<file path="config.mk">
export PLATFORM = sky130hd
export DESIGN_NAME = aging_victim_sel
export DESIGN_NICKNAME = d
export VERILOG_FILES = /design/src/rtl/aging_victim_sel.sv
export SDC_FILE = /design/constraint.sdc
export NUM_CORES = 1
export LEC_CHECK = 0
export BUFFER_PORTS_ARGS = -buffer_cell sky130_fd_sc_hd__buf_4
export CAP_MARGIN = 0
export CORE_MARGIN = 4
export CORE_UTILIZATION = 34
export DETAILED_ROUTE_END_ITERATION = 10
export GPL_TIMING_DRIVEN = 1
export REMOVE_ABC_BUFFERS = 1
export SLEW_MARGIN = 20
export SYNTH_ARGS = -nofsm -noshare
export SYNTH_HDL_FRONTEND = slang
export SYNTH_SLANG_ARGS = --single-unit
export TNS_END_PERCENT = 100
</file>
<file path="constraint.sdc">
create_clock -name clk -period 14.3 [get_ports clk]
set_clock_uncertainty 0.1 [all_clocks]
set_input_delay 0 -clock clk [delete_from_list [all_inputs] [get_ports clk]]
set_output_delay 0 -clock clk [all_outputs]
set_load 0.005 [all_outputs]
</file>
<file path="src/rtl/aging_victim_sel.sv">
module aging_victim_sel #(
  parameter int NFRAMES = 8,
  parameter int CW      = 8
) (
  input  logic                               clk,
  input  logic                               rst_n,
  input  logic [NFRAMES-1:0]                 ref_hit,
  input  logic                               tick,
  input  logic [NFRAMES-1:0]                 clr_frame,
  input  logic                               victim_req,
  output logic                               victim_valid,
  output logic [$clog2(NFRAMES)-1:0]         victim_idx
);
  localparam int IW = $clog2(NFRAMES);

  logic [CW-1:0]      age_q [NFRAMES];
  logic [NFRAMES-1:0] seen_q;
  logic [NFRAMES-1:0] used;
  logic [IW-1:0]      best_idx;
  logic [CW-1:0]      best_val;
  logic [CW-1:0]      win_q;
  logic               valid_q;
  logic [IW-1:0]      idx_q;

  assign used = seen_q | ref_hit;

  for (genvar i = 0; i < NFRAMES; i++) begin : g_frame
    always_ff @(posedge clk) begin
      if (!rst_n || clr_frame[i]) begin
        age_q[i]  <= '0;
        seen_q[i] <= 1'b0;
      end else if (tick) begin
        age_q[i]  <= {used[i], age_q[i][CW-1:1]};
        seen_q[i] <= 1'b0;
      end else if (ref_hit[i]) begin
        seen_q[i] <= 1'b1;
      end
    end

    assert_clear_zero_R9: assert property (@(posedge clk) disable iff (!rst_n)
      $past(clr_frame[i]) && $past(rst_n) |-> age_q[i] == '0);

    assert_hold_R5: assert property (@(posedge clk) disable iff (!rst_n)
      !tick && !clr_frame[i] |=> $stable(age_q[i]));

    assert_victim_min_R6: assert property (@(posedge clk) disable iff (!rst_n)
      victim_valid |-> $past(age_q[i]) >= win_q);

    assert_tie_low_R7: assert property (@(posedge clk) disable iff (!rst_n)
      victim_valid && (victim_idx > IW'(i)) |-> $past(age_q[i]) > win_q);
  end

  always_comb begin
    best_idx = '0;
    best_val = age_q[0];
    for (int i = 1; i < NFRAMES; i++) begin
      if (age_q[i] < best_val) begin
        best_idx = IW'(i);
        best_val = age_q[i];
      end
    end
  end

  always_ff @(posedge clk) begin
    if (!rst_n) begin
      valid_q <= 1'b0;
      idx_q   <= '0;
      win_q   <= '0;
    end else begin
      valid_q <= victim_req;
      if (victim_req) begin
        idx_q <= best_idx;
        win_q <= best_val;
      end
    end
  end

  assign victim_valid = valid_q;
  assign victim_idx   = idx_q;

  assert_valid_after_req_R6: assert property (@(posedge clk) disable iff (!rst_n)
    victim_valid |-> $past(victim_req));

  assert_idx_hold_R6: assert property (@(posedge clk) disable iff (!rst_n)
    !victim_req |=> $stable(victim_idx));
endmodule

</file>
Yosys cells after proc, flatten, opt, wreduce, memory -nomap -nowiden
Memory sizes are Yosys's and may differ from the RTL's.
Index checks and enable logic that the tools add are counted.

cells by class
  bitwise logic cells = 9
  order comparisons = 7
  reductions and logical operators = 17
  multiplexer cells = 54

operators with widths
  kind                count
  $mux W8             14
  $lt A8 B8 Y1        7
  $mux W1             34
  $mux W3             6
  $reduce_or A2 Y1    8
  $logic_or A1 B1 Y1  8
  $or A1 B1 Y1        8
  $or A8 B8 Y8        1
  $logic_not A1 Y1    1

storage, ports and cells
  output and inout bits = 4
  register bits = 12
  memory bits (writable) = 64
  bits of input ports = 20
  memories kept = 1

memories
  memory  depth  width  read ports  clocked after Yosys merged registers in  write ports  line  RTL
  age_q   8      8      8           0                                        8            16    logic [CW-1:0] age_q [NFRAMES];

Longest topological paths before layout
Gate-level depths: netlist (run 1).
An unclocked memory read counts as a cell.

  depth after elaboration = 15
  gate-level depth with buffers = 62

Least setup slack after synthesis (run 1)
OpenSTA, ideal clock, no wires.

  path kind = register to register
  start = memory age_q[0][2]
  end = register idx_q[0], in the netlist victim_idx[0]
  cell stages (with the launch flop) = 59
  period minus slack after synthesis = 11.868 ns
  setup slack = 2.432 ns
  buffers on the path = 3
  arrival time = 11.698 ns
  cell sequence = edfxtp_1 inv_1 ha_1 o21a_1 o2111a_1 a21boi_4 clkbuf_1 nor2_1 a21oi_1 ha_1 and4_1 a221o_1 a21o_1 or3_4 buf_6 clkbuf_1 a21oi_1 inv_1 [... 23 more ...] a21o_1 a21o_1 a21oi_1 nand2_1 nor2_1 a31oi_4 mux2_4 ha_1 a21o_1 a21o_1 a21oi_1 o21ai_0 and2_1 nand2_1 nor2_1 o211ai_1 o311ai_1 a21oi_1

RTL lines
  what                    line  RTL
  start: declaration      16
  end signal: assignment  72    idx_q <= best_idx;
  end: declaration        23    logic [IW-1:0] idx_q;

==> run metrics, run 1 <==
RSZ-0062 raised after global routing false; Yosys Warn Count 0; Slew HR 31.77%; WL/cell 15.95 um; area of the multi-input gates between 0.002 and 0.003 mm^2; Post-CTS Setup Inserts 0; Max Cap Violations 0; register area 0.002162 mm^2; Worst Setup End Kind flip-flop; Worst-path clk slew 0.06 ns; met2 Use GR between 20% and 30%; Power Dens Cells around 150 mW/mm^2; post-synth top area share 38.25%; met1 Resource Use GR around 18%; worst skew pair latency about 0.34 ns; H-tree levels 3; # IOs 24; vias in the first global route between 3k and 4k; gpl congestion approximately 0.84; critical path's largest stage delay between 0.4 and 0.5 ns; CTS Sinks 76; CTS tree yes; Seq/Total Area, Yosys 43.03%; synthesized area per cell about 11 um^2; post-CTS resize count 0; number of distinct library cells after synthesis 63; fin. max-slew vios 0; post-route ant nets 0; fin nets ~580; via count 3783; Yosys top cell by area edfxtp_1; measured slew at the worst slew-check pin between 1 and 1.5 ns; FP Rows 44; first-pass GRT wire length between 15000 and 20000 um; DRT iter0 DRCs between 200 and 250; CTS Buf Count 9; status complete, no violations; top post-synthesis cells by count edfxtp_1 (64), and2_1 (45), nor2_1 (43); layout cells sized above 1 around 14%; final hold violation count 0; Port-buffer cells 23; final WL around 11000 um; Starting Density between 30% and 40%; # diodes 0; Layout area overhead 17.78%; layer with the highest usage met2; vias per cell approximately 5.3; post-layout minimum cycle time about 13 ns; Worst path slowest cell or3_4; total leakage power roughly 0.0024 uW; Post-Synthesis Cell Area 0.005025 mm^2; largest net degree at the start of global routing 30; setup ws final 1.190 ns; die width approximately 130 um; CP Launch Type flip-flop; Post-CTS Hold Fix Bufs 18; Hold Slack approximately 0.005 ns; top-count cell post-synth edfxtp_1; Synth area leaders edfxtp_1 (38%), ha_1 (10%), and2_1 (5.6%); Total GRT Usage between 10 and 15%; post-synthesis async set-or-reset flop share 0%; drt first pass iters 4; initial antenna violation count 0; Post-synth EDFFs 64; die height around 130 um; fillcell total around 1.4k; core box area ~0.014 mm^2; highest clock rate between 70 and 80 MHz; GR Overflow Total 0; Crit Path Class flip-flop to flip-flop; Seq cells post-synth 76; Critical Path AT around 13 ns; hold path depth 3; ys flop type edfxtp_1; worst min-delay path class primary input to flip-flop; DRC violations left 0; Critical Path Fanout Max 20; period utilization just over 90%; Final Util 40.87%; most frequent CP cell a21o_1; Final setup viols 0; CTS root buffer clkbuf_16; Post-Route Setup TNS 0 ns; routing usage on met3 under 10%; DP Worst Slack ~1.3 ns; CP required around 14 ns; worst-case reg-to-reg path depth 55; DIE AREA approximately 0.017 mm^2; Synth Instances approximately 480; Clock Path Buffers 2; VDD IR-drop max roughly 68 uV; post-DP HPWL 8584 um
-- per-stage QoR --
step                      total power [uW]  instance area (um^2)  instances
after floorplan                      524.7                  4987        470
after global placement               587.2                  5398        678
after detailed placement             599.1                  5398        678
after CTS                            867.3                  5918        712
after global routing                 914.8                  5918        712
final                                863.1                  5918        712
-- where the power goes --
| part | total (uW) | internal (uW) | switching (uW) |
|---|---|---|---|
| clock network | 262 | 173 | 88.4 |
| logic | 341 | 149 | 192 |
| registers | 260 | 251 | 9.59 |
-- path summary, 6_finish.rpt --
check	from	endpoint	slack (ns)
max	age_q[0][2]$_SDFFCE_PN0P_	victim_idx[0]$_SDFFE_PN0P_	1.19
min	clr_frame[4]	seen_q[4]$_SDFFE_PP0P_	0.005
max reg2reg	age_q[0][2]$_SDFFCE_PN0P_	victim_idx[0]$_SDFFE_PN0P_	1.19
min reg2reg	seen_q[1]$_SDFFE_PP0P_	seen_q[1]$_SDFFE_PP0P_	0.35
-- critical path, delay by kind of cell (launching register included) --
kind,cells,cell delay (ns)
AOI/OAI and AO/OA,29,6.52
and+or+nand+nor,11,2.24
adders and majority gates,7,1.92
muxes,4,1.46
DFF,1,0.45
buffers and inverters,4,0.33
-- cells in the final DEF, fill, tap and decap left out, types with 12 or more instances in the layout --
master	netlist	final
inv_1	38	38
nor2_1	43	43
nor3_1	29	29
dfxtp_1	12	12
nand2_1	14	14
edfxtp_1	64	64
a21oi_1	26	26
buf_4	0	24
and2_1	45	45
o21ai_0	18	18
dlygate4sd3_1	0	18
ha_1	41	41
-- flip-flops by register name (all words and copies together), names as in the netlist --
signal	flops
age_q	64
seen_q	8
victim_idx	3
victim_valid	1
-- logic make-up after synthesis --
logic type	after synthesis	share of synthesized area (%)
fa+ha+maj	41	10.21
xor+xnor	2	0.3487
mux	29	6.848
buf+inv	46	3.586
flops	76	43.03
compound gates	113	16.91
simple gates	171	19.07
-- cell type report --
cell class | instances | share of cell area (%)
inverter | 38 | 2.410
timing repair buffer | 42 | 6.089
multi-input combinational | 356 | 45.33
clock inverter | 6 | 1.712
sequential | 76 | 36.53
tap | 184 | 3.890
clock buffer | 10 | 4.038
-- routing by layer --
layer	part of all wire [%]	vias to the layer above
met1	46	1817
met4	2.5	0
met2	48	73
li1	-	1875
met3	3.2	18
met5	0	-
Power figures use the tool's default switching activity.
==> run 2, diff against run 1 <==
--- a/config.mk
+++ b/config.mk
@@ -9,6 +9,7 @@
 export CAP_MARGIN = 0
 export CORE_MARGIN = 4
 export CORE_UTILIZATION = 34
+export CTS_BUF_LIST = sky130_fd_sc_hd__clkbuf_4 sky130_fd_sc_hd__clkbuf_8
 export DETAILED_ROUTE_END_ITERATION = 10
 export GPL_TIMING_DRIVEN = 1
 export REMOVE_ABC_BUFFERS = 1
==> run 2 against run 1 <==
Sequential power hardly changed. Fmax is 0.57% lower. Routed wire length is 1.1% lower. Cell count up 0.14%.
==> run metrics, run 2 (synthesis gave the netlist of run 1 again) <==
final hold violation count 0 (unchanged); Power Dens Cells 137.2 mW/mm^2 (-5.9%); DIE AREA 0.01679 mm^2 (unchanged); Flop pwr share 32.5% (+2.3 points); Switching Share 35.23% (+1.6 points); Switch Pwr 281.7 uW (-3.0%); Non-Filler Instances 713 (+0.14%); GR Overflow Total 0 (unchanged); CTS root buffer clkbuf_8; H-tree levels 3 (unchanged); setup ws final 1.115 ns (-0.07479 ns); first-pass GRT wire length 18690 um (-0.55%); most frequent cells in the layout edfxtp_1 (64), and2_1 (45), nor2_1 (43); layout cells sized above 1 13.99% (-0.026 points); crit path from age_q[0][2]$_SDFFCE_PN0P_; worst path buffer plus inverter count 4 (unchanged); post-CTS resize count 0 (unchanged); Slew HR 31.43% (-0.35 points); delay-heaviest family, CP compound AO/OA/AOI/OAI gates; RSZ-0062 raised after global routing false; WP depth 53 (-3.6%); r2r startpoint age_q[0][2]$_SDFFCE_PN0P_; Crit Path Class flip-flop to flip-flop; gpl congestion 0.8376 (unchanged); Starting Density 34.70% (unchanged); Critical Path Fanout Max 20 (unchanged); most frequent CP cell a21o_1; commonest non-fill, non-tap cell in the layout edfxtp_1; VDD IR-drop max 89.42 uV (+32%); Final setup viols 0 (unchanged); worst-case reg-to-reg path depth 53 (-3.6%); placed cells 678 (unchanged); status complete, no violations; R2R setup slack 1.12 ns (-0.07 ns); Worst path slowest cell a2111oi_0; die height 129.6 um (unchanged); vias in the first global route 3845 (-0.16%); Clock Path Buffers 2 (unchanged); Port-buffer cells 23 (unchanged); highest clock rate 75.85 MHz (-0.57%); fin. max-slew vios 0 (unchanged); CP required 14.44 ns (-0.04 ns); total leakage power 0.002395 uW (-1.6%); via count 3797 (+0.37%); RR Endpoint victim_idx[2]$_SDFFE_PN0P_; DRC violations left 0 (unchanged); Total GRT Usage 14.19% (-0.10 points); # diodes 0 (unchanged); post-DP HPWL 8584 um (unchanged); Critical Path AT 13.32 ns (+0.03 ns); # IOs 24 (unchanged); final WL 11230 um (-1.1%); post-layout minimum cycle time 13.18 ns (+0.07479 ns); DRT iter0 DRCs 231 (-5.7%); measured slew at the worst slew-check pin 1.027 ns (+0.005187 ns); Gate power share 42.6% (+3.1 points); Layout area overhead 15.96%; core box area 0.01448 mm^2 (unchanged); CP Launch Type flip-flop; die width 129.6 um (unchanged); worst skew pair latency 0.37 ns (+0.03 ns); drt first pass iters 5 (+1); Clock power frac 24.9% (-5.4 points); CTS tree yes; Post-Route Setup TNS 0 ns (unchanged); Worst Setup End Kind flip-flop; critical path's largest stage delay 0.65 ns (+0.19 ns); Max Cap Violations 0 (unchanged); worst min-delay path class primary input to flip-flop; max reg flops 64 (unchanged); FP Rows 44 (unchanged); WL/cell 15.74 um (-1.3%); Int Pwr 518.0 uW (-9.6%); fin nets 585 (+0.17%); Worst setup endpoint victim_idx[2]$_SDFFE_PN0P_; fillcell total 1426 (+0.42%); CTS Buf Count 9 (unchanged); vias per cell 5.325 (+0.23%); Top reg by flops age_q; period utilization 92.20% (+0.52 points); CTS Sinks 76 (unchanged); post-route ant nets 0 (unchanged); initial antenna violation count 0 (unchanged); largest net degree at the start of global routing 30 (unchanged); Worst-path clk slew 0.08 ns (+0.02 ns); DP Worst Slack 1.279 ns (unchanged)
==> run 2: worst min-delay path by stage <==
stage	from	cells past startpoint	to	slack, ns
after global routing	clr_frame[4]	2	age_q[1][6]$_SDFFCE_PN0P_	0.05
after detailed placement	ref_hit[5]	3	seen_q[5]$_SDFFE_PP0P_	0.12
after floorplan	victim_req	1	victim_valid$_SDFF_PN0_	0.02
final	clr_frame[4]	2	age_q[1][5]$_SDFFCE_PN0P_	0.03
after global placement	ref_hit[5]	3	seen_q[5]$_SDFFE_PP0P_	0.12
after CTS	clr_frame[4]	2	age_q[1][6]$_SDFFCE_PN0P_	0.02
==> run 2: metrics by stage <==
step           instance area, um^2  power [uW]  hold WS, ns  util, %
2_1_floorplan                 4987       524.7      0.02171        -
3_3_place_gp                  5398       587.2       0.1184    37.28
3_5_place_dp                  5398       599.1       0.1206    37.28
4_1_cts                       5827       804.0      0.02183    40.24
5_1_grt                       5827       851.2      0.05133    40.24
6_report                      5827       799.7      0.03482    40.24
==> run 2: what timing repair did <==
action	CTS	global route
setup endpoints to repair	0	0
hold buffers	19	0
buffers inserted	0	0
hold endpoints to repair	38	0
==> run 2: layer usage <==
layer	part of all wire [%]	vias up	global-route usage (%)
met3	3.9	21	3.339
li1	-	1875	-
met4	2.4	0	5.562
met5	0	-	0
met1	46	1815	17.93
met2	48	86	23.51
==> run 2: worst reg2reg max path: cells and delay by family, from the launching register on <==
family	cells	cell delay, ns
AO/OA/AOI/OAI	27	6.55
AND/OR/NAND/NOR	11	2.25
adder cells (fa/ha/maj)	7	1.97
multiplexers	4	1.47
flip-flops	1	0.43
buffers and inverters	4	0.30
==> run 2: layout make-up <==
| type | instances | area [um^2] | share of cell area, % |
|---|---|---|---|
| clock buffers | 10 | 137.6 | 2.362 |
| clock inverters | 6 | 101.3 | 1.739 |
| inverters | 38 | 142.6 | 2.448 |
| multi-input cells | 356 | 2683 | 46.04 |
| flip-flops and latches | 76 | 2162 | 37.11 |
| well taps | 184 | 230.2 | 3.951 |
| repair buffers | 43 | 370.4 | 6.356 |
==> run 2: power by group through the flow <==
stage | logic (uW) | registers [uW] | clock network (uW)
detailed placement | 334 | 265 | 0
global route | 374 | 262 | 215
floorplan | 264 | 261 | 0
finish | 340 | 260 | 199
CTS | 339 | 260 | 204
global placement | 322 | 265 | 0
==> run 3, diff against run 2 <==
--- a/config.mk
+++ b/config.mk
@@ -7,12 +7,13 @@
 export LEC_CHECK = 0
 export BUFFER_PORTS_ARGS = -buffer_cell sky130_fd_sc_hd__buf_4
 export CAP_MARGIN = 0
+export CORE_ASPECT_RATIO = 0.6
 export CORE_MARGIN = 4
 export CORE_UTILIZATION = 34
 export CTS_BUF_LIST = sky130_fd_sc_hd__clkbuf_4 sky130_fd_sc_hd__clkbuf_8
 export DETAILED_ROUTE_END_ITERATION = 10
 export GPL_TIMING_DRIVEN = 1
-export REMOVE_ABC_BUFFERS = 1
+export SETUP_SLACK_MARGIN = 0.02
 export SLEW_MARGIN = 20
 export SYNTH_ARGS = -nofsm -noshare
 export SYNTH_HDL_FRONTEND = slang
==> run 3 against run 2 <==
Routed wire length up 6.9%. Cell area down 0.41%. Sequential power about the same. Non-clock buffer count unchanged.
==> run metrics, run 3 (synthesis gave the netlist of run 1 again) <==
measured slew at the worst slew-check pin 0.7405 ns (-0.2860 ns); layer with the highest usage met1; FP Rows 34 (-23%); Worst-path clk slew 0.09 ns (about the same); vias in the first global route 3552 (-7.6%); met2 Use GR 18.94% (-4.6 points); period utilization 94.69% (+2.5 points); DIE AREA 0.01685 mm^2 (+0.38%); RSZ-0062 raised after global routing false; # diodes 0 (unchanged); # IOs 24 (unchanged); CTS Buf Count 9 (unchanged); Design Area, Final 0.005803 mm^2 (-0.41%); vias per cell 5.276 (-0.92%); area post-placement 0.005415 mm^2 (+0.32%); Post-Route Setup TNS 0 ns (unchanged); CTS tree yes; Hold Slack 0.03518 ns (+0.0003640 ns); initial antenna violation count 0 (unchanged); critical path's largest stage delay 0.69 ns (+0.04 ns); Starting Density 34.74% (+0.036 points); DRT iter0 DRCs 275 (+19%); Post-CTS Setup Inserts 0 (unchanged); final hold violation count 0 (unchanged); H-tree levels 3 (unchanged); syn_nets 539; VDD IR-drop max 56.50 uV (-37%); worst path buffer plus inverter count 3 (-1); worst skew pair latency 0.36 ns (about the same); CTS Sinks 76 (unchanged); hold path depth 2 (unchanged); Layout area overhead 15.49%; highest clock rate 73.85 MHz (-2.6%); WL/cell 16.51 um (+4.9%); core box area 0.01446 mm^2 (-0.10%); R2R setup slack 0.76 ns (-0.36 ns); status complete, no violations; fillcell total 1413 (-0.91%); Power Dens Cells 133.7 mW/mm^2 (-2.5%); die width 164.9 um (+27%); worst min-delay path class primary input to flip-flop; via count 3836 (+1.0%); final WL 12010 um (+6.9%); fin nets 585 (unchanged); largest net degree at the start of global routing 21 (-30%); most frequent cells in the layout edfxtp_1 (64), and2_1 (45), nor2_1 (43); gpl congestion 0.8585 (+2.5%); die height 102.2 um (-21%); GR Overflow Total 0 (unchanged); first-pass GRT wire length 19040 um (+1.8%); Port-buffer cells 23 (unchanged); routing usage on met3 3.466% (+0.13 points); CP required 14.49 ns (+0.05 ns); post-layout minimum cycle time 13.54 ns (+0.3557 ns); Total GRT Usage 14.59% (+0.40 points); CP Launch Type flip-flop; Total Power 776.1 uW (-2.9%); met1 Resource Use GR 23.86% (+5.9 points); Critical Path AT 13.73 ns (+0.41 ns); Slew HR 49.36% (+18 points); commonest non-fill, non-tap cell in the layout edfxtp_1; Critical Path Fanout Max 20 (unchanged); post-DP HPWL 9333 um (+8.7%); Clock Path Buffers 2 (unchanged); Max Cap Violations 0 (unchanged); worst-case reg-to-reg path depth 56 (+5.7%); DRC violations left 0 (unchanged); max reg flops 64 (unchanged); Top reg by flops age_q; Final setup viols 0 (unchanged); Worst Setup End Kind flip-flop; layout cells sized above 1 14.37% (+0.38 points); most frequent CP cell a21oi_1; post-route ant nets 0 (unchanged); fin. max-slew vios 0 (unchanged); Final Util 40.12% (-0.12 points); WP depth 56 (+5.7%); CTS root buffer clkbuf_8; Crit Path Class flip-flop to flip-flop; drt first pass iters 5 (unchanged); delay-heaviest family, CP compound AO/OA/AOI/OAI gates; Worst path slowest cell a2111oi_0; total leakage power 0.002377 uW (-0.73%)
==> run 3: cell types whose count changed in the layout (fill, tap and decap cells not counted) <==
cell	before	now
bufinv_16	3	1
clkinv_1	3	1
clkbuf_8	10	9
clkinv_2	0	1
inv_6	0	2
clkinv_4	0	2
==> run 3: final timing paths <==
| path | startpoint | endpoint |
|---|---|---|
| setup / recovery | age_q[0][10]$_SDFFCE_PN0P_ | victim_idx[0]$_SDFFE_PN0P_ |
| hold reg to reg | seen_q[0]$_SDFFE_PP0P_ | seen_q[0]$_SDFFE_PP0P_ |
| setup reg to reg | age_q[0][10]$_SDFFCE_PN0P_ | victim_idx[0]$_SDFFE_PN0P_ |
| hold / removal | clr_frame[4] | age_q[1][4]$_SDFFCE_PN0P_ |
==> run 3: report_power, final <==
part / leakage (uW) / internal (uW) / total, uW / switching [uW]
clock network: 0.000102 / 81.6 / 170 / 88.2
registers: 0.000844 / 250 / 261 / 10.3
logic: 0.00143 / 149 / 345 / 196
total: 0.00238 / 481 / 776 / 295
==> run 3: layout make-up <==
class	count	area (um^2)	share of cell area [%]
Clock buffer	9	123.9	2.135
Clock inverter	7	73.82	1.272
Inverter	38	142.6	2.458
Multi-Input combinational cell	356	2683	46.23
Sequential cell	76	2162	37.26
Tap cell	198	247.7	4.269
Timing Repair Buffer	43	370.4	6.382
==> run 3: stage by stage <==
stage,cells,worst slack [ns]
final,727,0.7596
after global routing,727,0.02759
after CTS,727,1.041
after detailed placement,692,1.175
after global placement,692,1.432
after floorplan,478,2.432
==> run 3: repair_timing <==
action / CTS / global route
gates resized for setup: 0 / 0
hold endpoints to repair: 37 / 0
endpoints found under the setup margin: 0 / 0
hold buffers: 19 / 0
==> run 3: per-layer routing <==
metal  wire, um  share of wire, %
met2       4465                37
met1       6646                55
met3        777               6.5
met4        116              0.97
met5          0                 0
==> run 3: worst reg2reg max path, delay by kind of cell, from the launching register on <==
kind / cells / cell delay (ns)
compound gates: 29 / 6.90
fa+ha+maj: 7 / 2.03
simple gates: 13 / 2.29
mux: 4 / 1.48
flops: 1 / 0.50
buf+inv: 3 / 0.19
